`config.mk`:
```
export PLATFORM = sky130hd
export DESIGN_NAME = reg_window
export DESIGN_NICKNAME = d
export VERILOG_FILES = /design/src/rtl/reg_window_pkg.sv /design/src/rtl/byte_sequencer.sv /design/src/rtl/ptr_port.sv /design/src/rtl/reg_window.sv
export SDC_FILE = /design/constraint.sdc
export NUM_CORES = 1
export LEC_CHECK = 0
export ABC_AREA = 1
export BUFFER_PORTS_ARGS = -buffer_cell sky130_fd_sc_hd__clkbuf_2
export CORE_MARGIN = 3
export CORE_UTILIZATION = 55
export DETAILED_ROUTE_END_ITERATION = 12
export PLACE_DENSITY = 0.84
export SLEW_MARGIN = 30
export SYNTH_ARGS = -nofsm -noshare
export SYNTH_HDL_FRONTEND = slang
export SYNTH_SLANG_ARGS = --single-unit
```
`constraint.sdc`:
```
create_clock -name clk_i -period 7.7 [get_ports clk_i]
set_input_delay 1.54 -clock clk_i [delete_from_list [all_inputs] [get_ports clk_i]]
set_output_delay 1.54 -clock clk_i [all_outputs]
set_load 0.02 [all_outputs]
```
`src/rtl/reg_window_pkg.sv`:
```
package reg_window_pkg;
  localparam logic [3:0] OFF_PNUM   = 4'd2;
  localparam logic [3:0] OFF_PTR_LO = 4'd6;
  localparam logic [3:0] OFF_PTR_HI = 4'd7;
  localparam logic [3:0] OFF_WIDE_W = 4'd12;
  localparam logic [3:0] OFF_BANK   = 4'd14;
  localparam logic [3:0] OFF_ID     = 4'd15;
  localparam logic [1:0] DATA_GRP   = 2'b10;   // offsets 8..11
  localparam logic [7:0] ID_BYTE    = 8'h33;
  localparam logic [7:0] PTR_HI_MSK = 8'hF7;
  localparam logic [7:0] DATA_BANK  = 8'd2;
  localparam int unsigned PTR_RXQ   = 15;
  localparam int unsigned PTR_AUTO  = 14;

  typedef enum logic [1:0] {
    SZ_BYTE = 2'd0,
    SZ_HALF = 2'd1,
    SZ_WORD = 2'd2,
    SZ_RSVD = 2'd3
  } acc_size_e;
endpackage

```
`src/rtl/byte_sequencer.sv`:
```
module byte_sequencer
  import reg_window_pkg::*;
(
  input  logic        clk_i,
  input  logic        rst_ni,
  input  logic        req_i,
  input  logic        we_i,
  input  logic [1:0]  size_i,
  input  logic [3:0]  addr_i,
  input  logic [31:0] wdata_i,
  output logic        busy_o,
  output logic        done_o,
  output logic [31:0] rdata_o,
  output logic        b_en_o,
  output logic        b_we_o,
  output logic [3:0]  b_off_o,
  output logic [7:0]  b_wdata_o,
  input  logic [7:0]  b_rdata_i
);
  logic        busy_q, done_q, we_q;
  logic [1:0]  beat_q, last_q;
  logic [3:0]  base_q;
  logic [31:0] wdata_q, rdata_q;
  acc_size_e   size;
  logic        accept, last_beat;

  assign size      = acc_size_e'(size_i);
  assign accept    = req_i && !busy_q;
  assign last_beat = busy_q && (beat_q == last_q);

  always_ff @(posedge clk_i or negedge rst_ni) begin
    if (!rst_ni) begin
      busy_q  <= 1'b0;
      done_q  <= 1'b0;
      we_q    <= 1'b0;
      beat_q  <= '0;
      last_q  <= '0;
      base_q  <= '0;
      wdata_q <= '0;
      rdata_q <= '0;
    end else begin
      done_q <= 1'b0;
      if (accept) begin
        busy_q  <= 1'b1;
        we_q    <= we_i;
        base_q  <= addr_i;
        wdata_q <= wdata_i;
        rdata_q <= '0;
        // word write at 12 only carries its upper half
        beat_q  <= (we_i && size == SZ_WORD && addr_i == OFF_WIDE_W) ? 2'd2 : 2'd0;
        case (size)
          SZ_BYTE: last_q <= 2'd0;
          SZ_HALF: last_q <= 2'd1;
          default: last_q <= 2'd3;
        endcase
      end else if (busy_q) begin
        if (!we_q) rdata_q[8*beat_q +: 8] <= b_rdata_i;
        if (last_beat) begin
          busy_q <= 1'b0;
          done_q <= 1'b1;
        end else begin
          beat_q <= beat_q + 2'd1;
        end
      end
    end
  end

  assign busy_o    = busy_q;
  assign done_o    = done_q;
  assign rdata_o   = rdata_q;
  assign b_en_o    = busy_q;
  assign b_we_o    = busy_q && we_q;
  assign b_off_o   = base_q + {2'b00, beat_q};
  assign b_wdata_o = wdata_q[8*beat_q +: 8];

  a_r10_done_after_last: assert property (@(posedge clk_i) disable iff (!rst_ni)
    last_beat |=> (done_o && !busy_o));
  a_r11_upper_half_only: assert property (@(posedge clk_i) disable iff (!rst_ni)
    (accept && we_i && size_i == 2'd2 && addr_i == 4'd12) |=> (b_off_o == 4'd14));
endmodule

```
`src/rtl/ptr_port.sv`:
```
module ptr_port
  import reg_window_pkg::*;
#(
  parameter int unsigned PAGES      = 4,
  parameter int unsigned PAGE_BYTES = 2048,
  localparam int unsigned PAGE_W    = $clog2(PAGES),
  localparam int unsigned BYTE_AW   = $clog2(PAGE_BYTES)
) (
  input  logic               clk_i,
  input  logic               rst_ni,
  input  logic               acc_i,
  input  logic               we_i,
  input  logic [3:0]         off_i,
  input  logic [7:0]         wdata_i,
  input  logic [PAGE_W-1:0]  page_num_i,
  input  logic [PAGE_W-1:0]  rxq_head_i,
  output logic [15:0]        ptr_o,
  output logic               mem_en_o,
  output logic               mem_we_o,
  output logic [PAGE_W-1:0]  mem_page_o,
  output logic [BYTE_AW-1:0] mem_addr_o,
  output logic [7:0]         mem_wdata_o
);
  logic [15:0]        ptr_q;
  logic               data_hit, auto_inc;
  logic [BYTE_AW-1:0] base_addr;

  assign data_hit  = acc_i && (off_i[3:2] == DATA_GRP);
  assign auto_inc  = ptr_q[PTR_AUTO];
  assign base_addr = ptr_q[BYTE_AW-1:0];

  always_ff @(posedge clk_i or negedge rst_ni) begin
    if (!rst_ni) begin
      ptr_q <= '0;
    end else if (acc_i && we_i && off_i == OFF_PTR_LO) begin
      ptr_q[7:0] <= wdata_i;
    end else if (acc_i && we_i && off_i == OFF_PTR_HI) begin
      ptr_q[15:8] <= wdata_i;
    end else if (data_hit && auto_inc) begin
      ptr_q[BYTE_AW-1:0] <= base_addr + 1'b1;
    end
  end

  assign ptr_o       = ptr_q;
  assign mem_en_o    = data_hit;
  assign mem_we_o    = data_hit && we_i;
  assign mem_page_o  = ptr_q[PTR_RXQ] ? rxq_head_i : page_num_i;
  assign mem_addr_o  = auto_inc ? base_addr : base_addr + BYTE_AW'(off_i[1:0]);
  assign mem_wdata_o = wdata_i;

  a_r7_auto_step: assert property (@(posedge clk_i) disable iff (!rst_ni)
    (data_hit && auto_inc) |=> (ptr_q[BYTE_AW-1:0] == BYTE_AW'($past(ptr_q[BYTE_AW-1:0]) + 1'b1)
                                && ptr_q[15:BYTE_AW] == $past(ptr_q[15:BYTE_AW])));
  a_r6_ptr_hold: assert property (@(posedge clk_i) disable iff (!rst_ni)
    (data_hit && !auto_inc) |=> $stable(ptr_q));
  a_r9_idle_hold: assert property (@(posedge clk_i) disable iff (!rst_ni)
    !acc_i |=> $stable(ptr_q));
endmodule

```
`src/rtl/reg_window.sv`:
```
module reg_window
  import reg_window_pkg::*;
#(
  parameter int unsigned PAGES      = 4,
  parameter int unsigned PAGE_BYTES = 2048,
  localparam int unsigned PAGE_W    = $clog2(PAGES),
  localparam int unsigned BYTE_AW   = $clog2(PAGE_BYTES)
) (
  input  logic               clk_i,
  input  logic               rst_ni,
  input  logic               host_req_i,
  input  logic               host_we_i,
  input  logic [1:0]         host_size_i,
  input  logic [3:0]         host_addr_i,
  input  logic [31:0]        host_wdata_i,
  output logic               host_busy_o,
  output logic               host_done_o,
  output logic [31:0]        host_rdata_o,
  input  logic [PAGE_W-1:0]  rxq_head_i,
  output logic               mem_en_o,
  output logic               mem_we_o,
  output logic [PAGE_W-1:0]  mem_page_o,
  output logic [BYTE_AW-1:0] mem_addr_o,
  output logic [7:0]         mem_wdata_o,
  input  logic [7:0]         mem_rdata_i
);
  logic        b_en, b_we;
  logic [3:0]  b_off;
  logic [7:0]  b_wdata, b_rdata;
  logic [7:0]  bank_q, pnum_q;
  logic [15:0] ptr;
  logic        in_data_bank;

  byte_sequencer u_seq (
    .clk_i     (clk_i),
    .rst_ni    (rst_ni),
    .req_i     (host_req_i),
    .we_i      (host_we_i),
    .size_i    (host_size_i),
    .addr_i    (host_addr_i),
    .wdata_i   (host_wdata_i),
    .busy_o    (host_busy_o),
    .done_o    (host_done_o),
    .rdata_o   (host_rdata_o),
    .b_en_o    (b_en),
    .b_we_o    (b_we),
    .b_off_o   (b_off),
    .b_wdata_o (b_wdata),
    .b_rdata_i (b_rdata)
  );

  assign in_data_bank = (bank_q == DATA_BANK);

  always_ff @(posedge clk_i or negedge rst_ni) begin
    if (!rst_ni) begin
      bank_q <= '0;
      pnum_q <= '0;
    end else if (b_en && b_we) begin
      if (b_off == OFF_BANK) bank_q <= b_wdata;
      else if (in_data_bank && b_off == OFF_PNUM) pnum_q <= b_wdata;
    end
  end

  ptr_port #(.PAGES(PAGES), .PAGE_BYTES(PAGE_BYTES)) u_ptr (
    .clk_i       (clk_i),
    .rst_ni      (rst_ni),
    .acc_i       (b_en && in_data_bank),
    .we_i        (b_we),
    .off_i       (b_off),
    .wdata_i     (b_wdata),
    .page_num_i  (pnum_q[PAGE_W-1:0]),
    .rxq_head_i  (rxq_head_i),
    .ptr_o       (ptr),
    .mem_en_o    (mem_en_o),
    .mem_we_o    (mem_we_o),
    .mem_page_o  (mem_page_o),
    .mem_addr_o  (mem_addr_o),
    .mem_wdata_o (mem_wdata_o)
  );

  always_comb begin
    b_rdata = '0;
    if (b_off == OFF_BANK)      b_rdata = bank_q;
    else if (b_off == OFF_ID)   b_rdata = ID_BYTE;
    else if (in_data_bank) begin
      if (b_off == OFF_PNUM)            b_rdata = pnum_q;
      else if (b_off == OFF_PTR_LO)     b_rdata = ptr[7:0];
      else if (b_off == OFF_PTR_HI)     b_rdata = ptr[15:8] & PTR_HI_MSK;
      else if (b_off[3:2] == DATA_GRP)  b_rdata = mem_rdata_i;
    end
  end

  a_r2_bank_write: assert property (@(posedge clk_i) disable iff (!rst_ni)
    (b_en && b_we && b_off == OFF_BANK) |=> (bank_q == $past(b_wdata)));
  a_r9_mem_only_in_bank: assert property (@(posedge clk_i) disable iff (!rst_ni)
    mem_en_o |-> (b_en && in_data_bank));
endmodule

```
==> flow_metrics.env, run 1 <==
export IMPL_cp_max_fo=35
export IMPL_postCtsHoldBufs=0
export IMPL_yosysUniqueCellTypes=33
export IMPL_wl_um=14520
export IMPL_io_pins=109
export IMPL_synth_top_area_cell="dfrtp_1"
export IMPL_p_int_w=0.001152
export IMPL_initial_core_util_pct=58.20
export IMPL_p_seq_share_pct=37.3
export IMPL_setup_violations=0
export IMPL_period_minus_slack_ns=4.675
export IMPL_clkLatencyLatePin_ns=0.38
export IMPL_ys_flop_type="dfrtp_1"
export IMPL_syn_area_sq_um=5530
export IMPL_grt_pass1_vias=4938
export IMPL_slew_viol_final=0
export IMPL_drtPass1Iterations=5
export IMPL_num_nets_final=874
export IMPL_finalSetupTns_ns=0
export IMPL_cts_tree="built"
export IMPL_slew_headroom_pct=49.27
export IMPL_vdd_ir_drop_max_uv=254.0
export IMPL_synth_commonest_cells="261 x nand2_1, 106 x dfrtp_1, 69 x inv_1"
export IMPL_cts_buffers=9
export IMPL_power_leakage_nw=3.383
export IMPL_htreeDepth=3
export IMPL_end_kind="output pin"
export IMPL_die_x_um=106.3
export IMPL_post_cts_resized=0
export IMPL_final_layout_size_suffix_gt1_share_pct=18.01
export IMPL_fin_ws_ns=3.025
export IMPL_overflow=0
export IMPL_hold_ws_ns=0.4881
export IMPL_syn_to_final_growth_pct=14.80
export IMPL_clock_power_share_pct=14.0
export IMPL_routedWlPerCell_um=15.36
export IMPL_clock_tree_root_cell="clkbuf_8"
export IMPL_globalplace_congestion=0.9006
export IMPL_power_density_nw_per_um2=360.9
export IMPL_yosysMostFrequentCell="nand2_1"
export IMPL_clkTransAtPathRegs_ns=0.09
export IMPL_antennaDiodeCount=0
export IMPL_yosys_warnings=0
export IMPL_outcome="finished, final reports clean"
export IMPL_dieArea_sq_um=11290
export IMPL_ys_seq_area_share_pct=47.96
export IMPL_portBuffers=108
export IMPL_ant_nets=0
export IMPL_arrival_ns=3.14
export IMPL_clockBufferDepth=2
export IMPL_fmax_ghz=0.2139
export IMPL_post_place_ws_ns=3.067
export IMPL_final_cell_area_sq_um=6349
export IMPL_drt_drc_violations_left=0
export IMPL_worstSetupStartpointType="flop"
export IMPL_grt_max_degree=56
export IMPL_rows=35
export IMPL_drt_iter0_drc=347
export IMPL_grt_pass1_wl_um=23990
export IMPL_synth_seq_cells=106
export IMPL_fin_crit_sh_pct=60.72
export IMPL_viasPerCell=5.440
export IMPL_postPlaceCellArea_sq_um=6171
export IMPL_tightest_slew_ns=0.7530
export IMPL_skew_ns=0.01069
export IMPL_hpwl_um=10850
export IMPL_vias=5141
export IMPL_synthCells=710
export IMPL_synthesis_nets=773
export IMPL_rsz0062_at_grt="no"
export IMPL_switching_share_pct=49.72
export IMPL_synthArstFlopShare_pct=100.0
export IMPL_synth_top_area_share_pct=47.96
export IMPL_cp_required_ns=6.16
export IMPL_hold_viol=0
export IMPL_ys_top_cells_by_area="dfrtp_1 48%, nand2_1 18%, inv_1 4.7%"
export IMPL_cap_violations=0
export IMPL_switchingPower_w=0.001139
export IMPL_criticalPathCategory="flop to output pin"
export IMPL_antenna_found_initial=0
export IMPL_synth_edf_count=0
export IMPL_grt_usage_pct=26.77
export IMPL_postCtsSetupBuffers=0
export IMPL_syn_area_per_cell_sq_um=7.789
export IMPL_hp_class="flop to flop"
export IMPL_die_y_um=106.3
export IMPL_coreArea_sq_um=9503
export IMPL_cts_sinks=106
export IMPL_finish_utilization_pct=66.81
export IMPL_combPwrFrac_pct=48.7
==> per-layer routing <==
metal	GRT usage (%)	vias up	routed length [um]	part of all wire [%]
li1	-	2483	-	-
met4	6.938	0	199	1.4
met5	0	-	0	0
met3	5.889	21	1070	7.4
met1	36.01	2443	6078	42
met2	44.16	194	7167	49
==> final cells by class <==
cell class / instances / area, sq um
Multi-Input combinational cell: 508 / 2506
Fill cell: 844 / 3154
Clock buffer: 11 / 131.4
Timing Repair Buffer: 112 / 573.1
Sequential cell: 106 / 2654
Tap cell: 129 / 161.4
Inverter: 74 / 277.8
Clock inverter: 5 / 45.04
==> kinds of logic (layout without fill, tap and decap cells) <==
family          count (synthesis)  in the layout  share of synthesized area (%)
simple gates                  382            382                          29.21
flops                         106            106                          47.96
compound gates                 97             97                          10.50
buf+inv                        96            202                          6.719
xor+xnor                       18             18                          2.851
fa+ha+maj                      11             11                          2.760
==> per-stage QoR <==
stage               total power (W)  instances
global placement           0.001919        929
detailed placement         0.001965        929
global route               0.002470        945
CTS                        0.002288        945
floorplan                  0.001605        710
finish                     0.002291        945
==> flip-flops by register name, indices dropped and copies added (netlist names), 2 cells and up <==
name / cells
pnum_q: 8
u_seq.last_q: 2
u_seq.rdata_o: 32
u_seq.beat_q: 2
bank_q: 8
u_seq.base_q: 4
u_seq.wdata_q: 32
u_ptr.ptr_o: 15
==> path summary, 6_finish.rpt <==
kind / start / to / slack, ns / cells past startpoint
setup / recovery: u_seq.beat_q[0]$_DFFE_PN0P_ / mem_addr_o[9] / 3.02 / 9
hold / removal: u_seq.wdata_q[19]$_DFFE_PN0P_ / u_seq.wdata_q[19]$_DFFE_PN0P_ / 0.49 / 2
setup reg to reg: u_seq.beat_q[0]$_DFFE_PN0P_ / bank_q[1]$_DFFE_PN0P_ / 4.42 / 10
hold reg to reg: u_seq.wdata_q[19]$_DFFE_PN0P_ / u_seq.wdata_q[19]$_DFFE_PN0P_ / 0.49 / 2
max in group asynchronous: rst_ni / u_seq.rdata_o[9]$_DFFE_PN0P_ / 5.36 / 2
min in group asynchronous: rst_ni / u_seq.wdata_q[23]$_DFFE_PN0P_ / 1.18 / 1
==> power groups by stage <==
stage	combinational, W	clock [W]	sequential, W
floorplan	0.000792	0	0.000813
global placement	0.00107	0	0.000852
detailed placement	0.00110	0	0.000861
CTS	0.00111	0.000326	0.000850
global route	0.00124	0.000353	0.000875
finish	0.00112	0.000321	0.000854
==> placed cells by master, fill, tap and decap left out, types with 2 or more instances in the layout <==
master | Yosys | final
nand4_1 | 24 | 24
o21bai_1 | 8 | 8
nor3_1 | 7 | 7
clkbuf_2 | 0 | 107
dfrtp_1 | 106 | 105
nand2_2 | 3 | 3
o21ai_2 | 4 | 4
nand2_1 | 261 | 261
o21ai_0 | 45 | 45
o221ai_1 | 4 | 4
o211ai_1 | 8 | 8
xor2_1 | 18 | 18
nor3_4 | 2 | 2
inv_2 | 5 | 5
clkbuf_1 | 17 | 2
inv_6 | 0 | 2
o22ai_1 | 4 | 4
nor2_1 | 38 | 38
nand3_1 | 39 | 39
buf_4 | 0 | 5
nor2_2 | 4 | 4
o21ai_1 | 2 | 2
a32oi_1 | 4 | 4
inv_1 | 69 | 69
clkbuf_8 | 0 | 9
fa_1 | 2 | 2
ha_1 | 9 | 9
a21oi_1 | 16 | 16
==> worst max-delay path, stage by stage, from the launching register on <==
cell	delay (ns)
dfrtp_2	0.77
ha_1	0.32
fa_1	0.52
ha_1	0.33
a21o_1	0.13
nand3_1	0.11
nor2_1	0.18
nand2_1	0.09
xor2_1	0.13
clkbuf_2	0.18
Note: power is estimated with default switching activity, not from simulation.
==> run 2, diff against run 1 <==
- CORE_UTILIZATION: 55 -> 50
- PLACE_DENSITY: 0.84 -> 0.8
- clock period: 7.7 -> 4.3 ns (I/O delays scaled with it)
==> flow_metrics.env, run 2 (synthesis results as in run 1) <==
export IMPL_post_cts_resized=0
export IMPL_end_kind="output pin"
export IMPL_dieArea_sq_um=12360
export IMPL_hp_class="primary input to asynchronous set/reset pin"
export IMPL_grt_usage_pct=23.75
export IMPL_slew_viol_final=0
export IMPL_io_pins=109
export IMPL_r2r_slack_ns=1.31
export IMPL_portBuffers=108
export IMPL_num_nets_final=878
export IMPL_fmax_ghz=0.2714
export IMPL_criticalPathCategory="flop to output pin"
export IMPL_htreeDepth=3
export IMPL_grt_pass1_wl_um=24210
export IMPL_clockBufferDepth=2
export IMPL_layout_cells_most_common="nand2_1"
export IMPL_tightest_slew_ns=0.6786
export IMPL_initial_core_util_pct=52.39
export IMPL_grt_max_degree=46
export IMPL_slew_headroom_pct=54.76
export IMPL_antennaDiodeCount=0
export IMPL_clkLatencyLatePin_ns=0.38
export IMPL_drtPass1Iterations=5
export IMPL_reg2reg_depth=9
export IMPL_final_cell_mix="261 x nand2_1, 107 x clkbuf_2, 106 x dfrtp_1, 69 x inv_1, 45 x o21ai_0"
export IMPL_finalSetupTns_ns=0
export IMPL_grt_pass1_vias=4979
export IMPL_drt_drc_violations_left=0
export IMPL_rows=37
export IMPL_postPlaceCellArea_sq_um=6210
export IMPL_skew_ns=0.01382
export IMPL_final_cell_area_sq_um=6445
export IMPL_routedWlPerCell_um=15.18
export IMPL_r2r_start="u_seq.base_q[0]$_DFFE_PN0P_"
export IMPL_hpwl_um=10900
export IMPL_worstSetupStartpointType="flop"
export IMPL_clock_tree_root_cell="clkbuf_8"
export IMPL_die_y_um=111.2
export IMPL_cts_buffers=9
export IMPL_clkTransAtPathRegs_ns=0.10
export IMPL_outcome="finished, final reports clean"
export IMPL_drt_iter0_drc=419
export IMPL_die_x_um=111.2
export IMPL_cts_tree="built"
export IMPL_fin_crit_sh_pct=85.69
export IMPL_postCtsSetupBuffers=0
export IMPL_cts_sinks=106
export IMPL_coreArea_sq_um=10560
export IMPL_wl_um=14510
export IMPL_cp_max_fo=5
export IMPL_cp_required_ns=3.44
export IMPL_vdd_ir_drop_max_uv=391.4
export IMPL_overflow=0
export IMPL_viasPerCell=5.408
export IMPL_cap_violations=0
export IMPL_max_stage_delay_ns=0.64
export IMPL_syn_to_final_growth_pct=16.54
export IMPL_final_layout_size_suffix_gt1_share_pct=18.54
export IMPL_ant_nets=0
export IMPL_power_leakage_nw=3.435
export IMPL_setup_violations=0
export IMPL_rsz0062_at_grt="no"
export IMPL_crit_chain="ha_1 > fa_1 > fa_1 > nand2_1 > nor3_1 > nand2_1 > xor2_1 > clkbuf_2"
export IMPL_vias=5170
export IMPL_postCtsHoldBufs=0
export IMPL_arrival_ns=2.82
export IMPL_hold_viol=0
export IMPL_slowest_stage="fa_1"
export IMPL_antenna_found_initial=0
export IMPL_globalplace_congestion=0.9481
export IMPL_period_minus_slack_ns=3.685
export IMPL_r2r_end="bank_q[2]$_DFFE_PN0P_"
export IMPL_power_density_nw_per_um2=662.7
==> run 2: cell type report <==
class,instances,area [sq um]
clock inverters,7,111.4
repair buffers,116,603.1
flip-flops and latches,106,2653
multi-input cells,508,2506
well taps,136,170.2
fillers,969,4110
clock buffers,9,123.9
inverters,74,277.8
==> run 2: worst max path at each step <==
stage	from	depth (start not counted)	end
final	u_seq.base_q[0]$_DFFE_PN0P_	8	mem_addr_o[10]
after global routing	u_seq.base_q[0]$_DFFE_PN0P_	8	mem_addr_o[10]
after CTS	u_seq.base_q[0]$_DFFE_PN0P_	8	mem_addr_o[10]
after detailed placement	u_seq.base_q[0]$_DFFE_PN0P_	8	mem_addr_o[10]
after global placement	u_seq.base_q[0]$_DFFE_PN0P_	8	mem_addr_o[10]
after floorplan	u_seq.beat_q[0]$_DFFE_PN0P_	8	mem_addr_o[9]
==> run 2: critical path: cells and delay by family (launching register included) <==
family / cells / cell delay [ns]
adder cells (fa/ha/maj): 3 / 1.11
flip-flops: 1 / 0.40
buffers and inverters: 1 / 0.19
XOR/XNOR: 1 / 0.16
AND/OR/NAND/NOR: 3 / 0.60
==> run 2: where the power goes <==
part           switching (W)  internal (W)  total (W)  leakage [nW]
combinational        0.00148      0.000598    0.00208          1.91
sequential          0.000207       0.00127    0.00148          1.40
clock               0.000374      0.000339   0.000714         0.117
total                0.00206       0.00221    0.00427          3.43
==> run 2: per-stage QoR <==
| stage | power [W] | std cells | hold WS (ns) | util, % | worst slack [ns] |
|---|---|---|---|---|---|
| global route | 0.004594 | 956 | 0.4543 | 61.06 | 0.3807 |
| global placement | 0.003474 | 940 | 0.4619 | 58.83 | 1.091 |
| detailed placement | 0.003560 | 940 | 0.4649 | 58.83 | 1.019 |
| CTS | 0.004272 | 956 | 0.4369 | 61.06 | 0.5893 |
| floorplan | 0.002875 | 710 | 0.4436 | - | 1.172 |
| finish | 0.004271 | 956 | 0.4170 | 61.06 | 0.6154 |
==> run 2: layer usage <==
| layer | global-route usage (%) | part of all wire [%] | vias up |
|---|---|---|---|
| li1 | - | - | 2502 |
| met1 | 32.62 | 42 | 2422 |
| met2 | 38.12 | 48 | 212 |
| met3 | 4.094 | 7.1 | 34 |
| met4 | 8.354 | 2.3 | 0 |
| met5 | 0 | 0 | - |
==> run 3, diff against run 2 <==
- BUFFER_PORTS_ARGS: -buffer_cell sky130_fd_sc_hd__clkbuf_2 -> -buffer_cell sky130_fd_sc_hd__buf_2
==> flow_metrics.env, run 3 (synthesis results as in run 1) <==
export IMPL_outcome="finished, final reports clean"
export IMPL_end_kind="output pin"
export IMPL_cap_violations=0
export IMPL_grt_pass1_wl_um=23960
export IMPL_skew_ns=0.01045
export IMPL_rows=37
export IMPL_drt_drc_violations_left=0
export IMPL_rsz0062_at_grt="no"
export IMPL_antenna_found_initial=0
export IMPL_max_stage_delay_ns=0.61
export IMPL_period_minus_slack_ns=3.587
export IMPL_fin_crit_sh_pct=83.42
export IMPL_drtPass1Iterations=5
export IMPL_postCtsHoldBufs=0
export IMPL_cts_sinks=106
export IMPL_clkLatencyLatePin_ns=0.37
export IMPL_ant_nets=0
export IMPL_crit_chain="ha_1 > fa_1 > fa_1 > nand2_1 > nor3_1 > nand2_1 > xor2_1 > buf_2"
export IMPL_slew_headroom_pct=43.95
export IMPL_post_place_ws_ns=1.099
export IMPL_postCtsSetupBuffers=0
export IMPL_cp_required_ns=3.44
export IMPL_io_pins=109
export IMPL_fill_cells=930
export IMPL_cts_buffers=9
export IMPL_final_layout_size_suffix_gt1_share_pct=18.19
export IMPL_slowest_stage="fa_1"
export IMPL_clkTransAtPathRegs_ns=0.10
export IMPL_antennaDiodeCount=0
export IMPL_globalplace_congestion=0.9054
export IMPL_arrival_ns=2.73
export IMPL_fmax_ghz=0.2788
export IMPL_coreArea_sq_um=10560
export IMPL_hpwl_um=10690
export IMPL_drt_iter0_drc=274
export IMPL_cp_max_fo=5
export IMPL_dieArea_sq_um=12360
export IMPL_slew_viol_final=0
export IMPL_cts_tree="built"
export IMPL_grt_max_degree=68
export IMPL_multi_input_area_sq_um=2506
export IMPL_grt_pass1_vias=4917
export IMPL_final_cell_mix="261 x nand2_1, 107 x buf_2, 106 x dfrtp_1, 69 x inv_1, 45 x o21ai_0"
export IMPL_initial_core_util_pct=52.39
export IMPL_hold_viol=0
export IMPL_num_nets_final=877
export IMPL_routedWlPerCell_um=15.17
export IMPL_top_layer_used="met4"
export IMPL_vdd_ir_drop_max_uv=555.8
export IMPL_syn_to_final_growth_pct=15.68
export IMPL_grt_usage_pct=23.65
export IMPL_htreeDepth=3
export IMPL_final_cell_area_sq_um=6397
export IMPL_tightest_slew_ns=0.8408
export IMPL_setup_violations=0
export IMPL_power_density_nw_per_um2=652.3
export IMPL_power_leakage_nw=3.432
export IMPL_finalSetupTns_ns=0
export IMPL_fin_ws_ns=0.7128
export IMPL_portBuffers=108
export IMPL_vias=5122
export IMPL_overflow=0
export IMPL_wl_um=14490
export IMPL_wl_met2_um=6966
export IMPL_criticalPathCategory="flop to output pin"
export IMPL_finalPower_w=0.004173
export IMPL_postPlaceCellArea_sq_um=6202
export IMPL_layout_cells_most_common="nand2_1"
export IMPL_wl_met1_um=6474
export IMPL_worstSetupStartpointType="flop"
export IMPL_hp_class="flop to flop"
export IMPL_viasPerCell=5.363
export IMPL_die_x_um=111.2
export IMPL_clock_tree_root_cell="clkbuf_8"
export IMPL_dr_wl_met3_um=809
export IMPL_clockBufferDepth=2
export IMPL_ff_latch_area_sq_um=2653
export IMPL_die_y_um=111.2
export IMPL_post_cts_resized=0
-- run 3: critical path, delay by kind of cell (launching register included) --
kind,cells,cell delay (ns)
adder cells (fa/ha/maj),3,1.06
AND/OR/NAND/NOR,3,0.60
XOR/XNOR,1,0.16
flip-flops,1,0.39
buffers and inverters,1,0.16
-- run 3: metrics by stage --
step,hold WS (ns),util [%],cells
detailed placement,0.4637,58.76,939
CTS,0.4897,60.61,955
finish,0.4802,60.61,955
floorplan,0.4436,-,710
global route,0.5087,60.61,955
global placement,0.4582,58.76,939
-- run 3: routing by layer --
| metal | up-vias | global-route usage (%) |
|---|---|---|
| met1 | 2426 | 32.33 |
| met4 | 0 | 6.569 |
| met2 | 171 | 38.84 |
| li1 | 2496 | - |
| met5 | - | 0 |
| met3 | 29 | 4.312 |
-- run 3: final timing paths --
path                                                    from                            end  slack (ns)  depth (start not counted)
worst max-delay path             u_seq.base_q[0]$_DFFE_PN0P_                 mem_addr_o[10]        0.71                          8
worst min-delay path            u_seq.rdata_o[2]$_DFFE_PN0P_   u_seq.rdata_o[2]$_DFFE_PN0P_        0.48                          2
worst max register to register   u_seq.base_q[0]$_DFFE_PN0P_          bank_q[5]$_DFFE_PN0P_        1.40                          9
worst min register to register  u_seq.rdata_o[2]$_DFFE_PN0P_   u_seq.rdata_o[2]$_DFFE_PN0P_        0.48                          2
max in group asynchronous                             rst_ni  u_seq.rdata_o[17]$_DFFE_PN0P_        2.68                          2
min in group asynchronous                             rst_ni   u_seq.wdata_q[0]$_DFFE_PN0P_        0.57                          1
-- run 3: report_power, final --
group          internal [W]  switching [W]  leakage [nW]
registers           0.00127       0.000209          1.40
clock network      0.000274       0.000338        0.0877
logic              0.000600        0.00148          1.94
total               0.00215        0.00203          3.43
-- run 3: cell type report --
type,instances,share of cell area [%]
clock buffers,11,2.054
multi-input cells,508,39.17
flip-flops and latches,106,41.46
repair buffers,115,9.310
well taps,136,2.660
inverters,74,4.342
clock inverters,5,0.9975
